$ cat config.mk
export PLATFORM = sky130hd
export DESIGN_NAME = conv_setup_seq
export DESIGN_NICKNAME = d
export VERILOG_FILES = /design/src/rtl/conv_setup_pkg.sv /design/src/rtl/setup_field_decode.sv /design/src/rtl/latch_pin_ctrl.sv /design/src/rtl/calset_select.sv /design/src/rtl/settle_timer.sv /design/src/rtl/conv_setup_seq.sv
export SDC_FILE = /design/constraint.sdc
export NUM_CORES = 1
export LEC_CHECK = 0
export BUFFER_PORTS_ARGS = -buffer_cell sky130_fd_sc_hd__buf_2
export CAP_MARGIN = 20
export CORE_UTILIZATION = 47
export DETAILED_ROUTE_END_ITERATION = 10
export PLACE_DENSITY = 0.83
export SYNTH_ARGS = -nofsm -noshare
export SYNTH_HDL_FRONTEND = slang
export SYNTH_SLANG_ARGS = --single-unit
$ cat constraint.sdc
create_clock -name clk -period 3.6 [get_ports clk]
set_input_delay 0.9 -clock clk [delete_from_list [all_inputs] [get_ports clk]]
set_output_delay 0.9 -clock clk [all_outputs]
set_load 0.01 [all_outputs]
$ cat src/rtl/conv_setup_pkg.sv
package conv_setup_pkg;

  localparam int HALF_W = 16;

  // Field positions inside one setup half-word
  localparam int POS_POL  = 6;
  localparam int POS_LAT  = 4;
  localparam int POS_DLY  = 3;
  localparam int POS_OCD  = 2;
  localparam int POS_PTR  = 0;

  typedef struct packed {
    logic       unipolar;
    logic [1:0] latch;     // {A0, A1}
    logic       delay;
    logic       ocd;
    logic [1:0] ptr;
  } setup_fields_t;

endpackage

$ cat src/rtl/setup_field_decode.sv
module setup_field_decode
  import conv_setup_pkg::*;
#(
  parameter int WORD_W = 2 * HALF_W
) (
  input  logic [WORD_W-1:0] setup_word,
  input  logic              hi_half,
  output setup_fields_t     fields
);
  localparam int HW = WORD_W / 2;

  logic [HW-1:0] half;

  always_comb begin
    half = hi_half ? setup_word[WORD_W-1:HW] : setup_word[HW-1:0];
    fields.unipolar = half[POS_POL];
    fields.latch    = half[POS_LAT+1:POS_LAT];
    fields.delay    = half[POS_DLY];
    fields.ocd      = half[POS_OCD];
    fields.ptr      = half[POS_PTR+1:POS_PTR];
  end
endmodule

$ cat src/rtl/latch_pin_ctrl.sv
module latch_pin_ctrl (
  input  logic       clk,
  input  logic       rst,
  input  logic       load,
  input  logic       src_alt,
  input  logic [1:0] field_val,
  input  logic [1:0] alt_val,
  output logic       pin_a0,
  output logic       pin_a1
);
  always_ff @(posedge clk) begin
    if (rst) begin
      pin_a0 <= 1'b0;
      pin_a1 <= 1'b0;
    end else if (load) begin
      if (src_alt) begin
        pin_a0 <= alt_val[1];
        pin_a1 <= alt_val[0];
      end else begin
        pin_a0 <= field_val[1];
        pin_a1 <= field_val[0];
      end
    end
  end

  assert_latch_field_R3: assert property (@(posedge clk) disable iff (rst)
    (load && !src_alt) |=> ({pin_a0, pin_a1} == $past(field_val)));

  assert_latch_alt_R4: assert property (@(posedge clk) disable iff (rst)
    (load && src_alt) |=> ({pin_a0, pin_a1} == $past(alt_val)));

  assert_latch_hold_R5: assert property (@(posedge clk) disable iff (rst)
    !load |=> $stable({pin_a0, pin_a1}));
endmodule

$ cat src/rtl/calset_select.sv
module calset_select #(
  parameter int SET_W = 2
) (
  input  logic             clk,
  input  logic             rst,
  input  logic             load,
  input  logic             use_ptr,
  input  logic [SET_W-1:0] ptr_val,
  input  logic [SET_W-1:0] chan_val,
  output logic [SET_W-1:0] calset
);
  always_ff @(posedge clk) begin
    if (rst)       calset <= '0;
    else if (load) calset <= use_ptr ? ptr_val : chan_val;
  end

  assert_calset_ptr_R9: assert property (@(posedge clk) disable iff (rst)
    (load && use_ptr) |=> (calset == $past(ptr_val)));

  assert_calset_chan_R9: assert property (@(posedge clk) disable iff (rst)
    (load && !use_ptr) |=> (calset == $past(chan_val)));

  assert_calset_hold_R5: assert property (@(posedge clk) disable iff (rst)
    !load |=> $stable(calset));
endmodule

$ cat src/rtl/settle_timer.sv
module settle_timer #(
  parameter int DLY_RATE0 = 1280,
  parameter int DLY_RATE1 = 1536
) (
  input  logic clk,
  input  logic rst,
  input  logic go,
  input  logic want_delay,
  input  logic rate_sel,
  output logic busy,
  output logic start_pulse
);
  localparam int DLY_MAX = (DLY_RATE0 > DLY_RATE1) ? DLY_RATE0 : DLY_RATE1;
  localparam int CNT_W   = $clog2(DLY_MAX + 1);

  logic [CNT_W-1:0] cnt;
  logic [CNT_W-1:0] load_val;

  always_comb begin
    load_val = rate_sel ? CNT_W'(DLY_RATE1) : CNT_W'(DLY_RATE0);
  end

  always_ff @(posedge clk) begin
    if (rst) begin
      cnt         <= '0;
      busy        <= 1'b0;
      start_pulse <= 1'b0;
    end else if (go) begin
      busy        <= 1'b1;
      cnt         <= want_delay ? load_val : '0;
      start_pulse <= !want_delay;
    end else begin
      start_pulse <= (cnt == CNT_W'(1));
      if (cnt != '0) cnt <= cnt - 1'b1;
      if (start_pulse) busy <= 1'b0;
    end
  end

  assert_start_single_R6: assert property (@(posedge clk) disable iff (rst)
    (start_pulse && !go) |=> !start_pulse);

  assert_start_immediate_R6: assert property (@(posedge clk) disable iff (rst)
    (go && !want_delay) |=> start_pulse);

  assert_delay_not_early_R7: assert property (@(posedge clk) disable iff (rst)
    (go && want_delay) |=> (!start_pulse && busy));

  assert_busy_at_pulse_R11: assert property (@(posedge clk) disable iff (rst)
    start_pulse |-> busy);

  assert_busy_drop_R11: assert property (@(posedge clk) disable iff (rst)
    (start_pulse && !go) |=> !busy);

  assert_counting_busy_R12: assert property (@(posedge clk) disable iff (rst)
    (cnt != '0) |-> busy);
endmodule

$ cat src/rtl/conv_setup_seq.sv
module conv_setup_seq
  import conv_setup_pkg::*;
#(
  parameter int DLY_RATE0 = 1280,
  parameter int DLY_RATE1 = 1536,
  parameter int CHAN_W    = 2
) (
  input  logic              clk,
  input  logic              rst,
  input  logic              cmd_go,
  input  logic [31:0]       setup_word,
  input  logic              hi_half,
  input  logic [CHAN_W-1:0] chan_idx,
  input  logic              cfg_latch_sel,
  input  logic              cfg_ptr_sel,
  input  logic              cfg_rate_sel,
  input  logic [1:0]        alt_latch,
  output logic              pin_a0,
  output logic              pin_a1,
  output logic              unipolar,
  output logic              ocd_en,
  output logic [CHAN_W-1:0] calset,
  output logic              busy,
  output logic              conv_start
);
  setup_fields_t fields;

  setup_field_decode #(.WORD_W(32)) u_decode (
    .setup_word (setup_word),
    .hi_half    (hi_half),
    .fields     (fields)
  );

  latch_pin_ctrl u_latch (
    .clk       (clk),
    .rst       (rst),
    .load      (cmd_go),
    .src_alt   (cfg_latch_sel),
    .field_val (fields.latch),
    .alt_val   (alt_latch),
    .pin_a0    (pin_a0),
    .pin_a1    (pin_a1)
  );

  calset_select #(.SET_W(CHAN_W)) u_calset (
    .clk      (clk),
    .rst      (rst),
    .load     (cmd_go),
    .use_ptr  (cfg_ptr_sel),
    .ptr_val  (CHAN_W'(fields.ptr)),
    .chan_val (chan_idx),
    .calset   (calset)
  );

  settle_timer #(.DLY_RATE0(DLY_RATE0), .DLY_RATE1(DLY_RATE1)) u_timer (
    .clk         (clk),
    .rst         (rst),
    .go          (cmd_go),
    .want_delay  (fields.delay),
    .rate_sel    (cfg_rate_sel),
    .busy        (busy),
    .start_pulse (conv_start)
  );

  always_ff @(posedge clk) begin
    if (rst) begin
      unipolar <= 1'b0;
      ocd_en   <= 1'b0;
    end else if (cmd_go) begin
      unipolar <= fields.unipolar;
      ocd_en   <= fields.ocd;
    end
  end

  assert_polarity_R1: assert property (@(posedge clk) disable iff (rst)
    cmd_go |=> (unipolar == $past(hi_half ? setup_word[22] : setup_word[6])));

  assert_ocd_R10: assert property (@(posedge clk) disable iff (rst)
    cmd_go |=> (ocd_en == $past(hi_half ? setup_word[18] : setup_word[2])));

  assert_mode_hold_R5: assert property (@(posedge clk) disable iff (rst)
    !cmd_go |=> $stable({unipolar, ocd_en}));
endmodule

==> results.md <==
- Setup Buffers After CTS: 0
- Post-synthesis sequential area ratio: 39.3%
- Total congestion overflow: 0
- R2R Setup Slk: between 1.5 and 2 ns
- Pin count of the biggest net entering global routing: 13
- Top FF cell, synth: dfxtp_1
- Final #Nets: 191
- Final TNS setup: 0 ns
- LEAKAGE: approximately 0.55 nW
- Syn avg cell area: 8.48 um^2
- Area contributors post-synth: dfxtp_1 39%, mux2i_1 9.3%, nor2_1 7.0%
- Critical path's top delay family: simple AND/OR/NAND/NOR gates
- Critical Path Fanout Max: 7
- Skew final: 0.00299 ns
- Core ar.: around 1900 um^2
- Port Buf Inserts: 32
- Die height: 47.4 um
- Worst Reg-to-Reg Cells: 4
- Crit. End Element: register
- Post-DRT Antenna Nets: 0
- Hold endpoint: u_timer.busy
- Hold Fails Final Rpt: 0
- Simple logic cell fraction of the synthesized area: 22.1%
- Leading area contributor after synthesis: dfxtp_1
- Compound-Gate Fraction of Synth Area: about a fifth
- Share of cells above drive strength 1: between 20% and 30%
- Area added between synthesis and finish: 20.4%
- Syn nets: 159
- Final Setup Violations: 0
- Max VDD drop: around 0.50 mV
- # IOs: a little over 50
- Crit start category: register
- Critical hold path startpoint: u_timer.busy
- Pwr per Cell Area: between 800 and 900 nW/um^2
- XOR/XNOR Fraction of Synth Area: less than 1%
- CTS Buf Count: 3
- Std cell rows: 16
- Unrepaired setup endpoints after global routing: no
- Tmin final: approximately 1.8 ns
- Yosys reg bits: 19
- First-pass GRT wire length: 3560 um
- Starting DRT DRC Count: 23
- Number of global-route vias before repair: between 800 and 900
- Multiplexer area fraction after synthesis: around a tenth
- CTS tree: done
- Vias per inst: between 5 and 6
- Ys async rst share: 0%
- Final WL: between 2000 and 2500 um
- Outcome: finished clean
- Largest family of logic cells by synthesized area: simple AND/OR/NAND/NOR gates
- DIE AREA: about 2200 um^2
- Ratio of final minimum period to clock period: 50.9%
- EDFF count, synth: 0
- Initial Utilization: around half
- HP Class: reg2reg
- Top cell type's share of synthesized area: approximately 39%
- CTS clk-pin slew, worst paths: ~0.10 ns
- Fmax: roughly 550 MHz
- MaxCap Viol Count: 0
- Non-Filler Instances: 172
- DRT Pass-1 Iters: 4
- CP max stage delay: around 0.6 ns
- WP data arrival: 2.03 ns
- Initial antenna violation count: 0
- Worst-path cell chain: nor4_2, nand2_1, or3_1, a32o_1
- DRC viols: 0
- Adder-cell share of the synthesized area: about 2.6%
- GPL Wtd Cong: 0.791
- Clk root buf: clkbuf_4
- Synth Instances: roughly 110
- Hold-fix buffers, CTS: 0
- Worst Max-Slew Pin Slew: roughly 0.60 ns
- Tot GR Track Use: a little under a quarter
- Cell area after synthesis: between 900 and 1000 um^2
- Yosys warns: 0
- Slew HR: just under 60%
- Top-count cell post-synth: dfxtp_1
- Clock sink count: 19
- Netlist cell types: 33
- Wire per inst: 12.4 um
- Clock Tree Buf Depth: 2
- Most frequent cells after synthesis: 19 x dfxtp_1, 18 x nor2_1, 9 x mux2i_1
- Hold WS: approximately 0.48 ns
- Kind of critical path: reg2reg
- Worst path buffer plus inverter count: 0
- Worst EP required: roughly 3.8 ns
- Via count: between 900 and 1000
- R2R Path Start: u_timer.cnt[2]
- # diodes: 0
- H-tree Lvls: 1
- Clock insertion delay at the later pin of the skew report: approximately 0.3 ns
- Hold Path Depth: 2
- Worst R2R End: u_timer.cnt[8]
- Cells resized by post-CTS repair: 0
- Slew Limit Fails: 0
- Fin util: approximately 60%
- Die Width: between 40 and 50 um
- Crit-path slowest cell: nor4_2
- Placed insts: approximately 170
- Dpl hpwl: around 1700 um
stage by stage:
stage | setup WS (ns) | total power [mW] | instance area [um^2]
floorplan | 1.57 | 0.750 | 967
global placement | 1.65 | 0.834 | 1140
detailed placement | 1.62 | 0.861 | 1140
CTS | 1.77 | 0.968 | 1160
global route | 1.60 | 1.07 | 1160
finish | 1.77 | 0.967 | 1160
worst max-delay path by stage:
stage,cells past startpoint,startpoint,endpoint
floorplan,5,hi_half,u_timer.cnt[8]
global placement,4,cmd_go,u_timer.cnt[8]
detailed placement,5,cmd_go,u_timer.cnt[9]
CTS,4,u_timer.cnt[2],u_timer.cnt[8]
global route,4,u_timer.cnt[2],u_timer.cnt[8]
finish,4,u_timer.cnt[2],u_timer.cnt[8]
per-layer routing:
| layer | part of all wire [%] | vias to the layer above | global-route usage [%] |
|---|---|---|---|
| met5 | 0 | - | 0 |
| met1 | 44 | 427 | 25.9 |
| met2 | 50 | 22 | 40.3 |
| met3 | 3.0 | 7 | 3.85 |
| li1 | - | 481 | - |
| met4 | 3.1 | 0 | 11.4 |
logic make-up after synthesis:
| family | count (synthesis) |
|---|---|
| XOR/XNOR | 1 |
| flip-flops | 19 |
| multiplexers | 9 |
| buffers and inverters | 11 |
| AO/OA/AOI/OAI | 30 |
| AND/OR/NAND/NOR | 42 |
| adder cells (fa/ha/maj) | 2 |
where the power goes:
part           internal, mW  total (mW)  switching [mW]  leakage [nW]
sequential            0.271       0.330          0.0594         0.157
combinational         0.235       0.529           0.294         0.379
clock                0.0433       0.108          0.0646        0.0150
state kept, by name, indices dropped and copies added, names as in the netlist:
register	cells
ocd_en	1
u_timer.cnt	11
u_latch.pin_a1	1
u_timer.start_pulse	1
u_latch.pin_a0	1
u_timer.busy	1
u_calset.calset	2
unipolar	1
worst register-to-register path: stages (launching register included):
cell and delay, ns:
dfxtp_1 0.38, nor4_2 0.60, nand2_1 0.16, or3_1 0.33
a32o_1 0.26
layout by cell type, fill, tap and decap left out:
cell type and instances:
buf_2 32, dfxtp_1 19, nor2_1 18, mux2i_1 9
a21oi_1 8, a211oi_1 6, inv_1 5, nand2_1 5
nor3_1 5, o21ai_0 4, clkbuf_4 3, or3_1 2
a31oi_1 2, a41oi_1 2, a41o_1 2, and2_1 2
or4_1 2, o21a_1 2, ha_1 2, nor4_2 1
clkinv_1 1, nand2b_1 1, or2_1 1, or3b_1 1
or2_2 1, nand4_1 1, a311oi_1 1, xnor2_1 1
or4_4 1, o31ai_1 1, a32o_1 1, a21o_1 1
nand3_1 1, clkbuf_1 1
area by class of cell:
cell class                 instances  area (um^2)
fill                             179          777
tap                               27         33.8
clock buffer                       4         26.3
inverter                           6         22.5
multi-input combinational         84          542
timing repair buffer              32          160
sequential                        19          380
(Power assumes the default switching activity.)
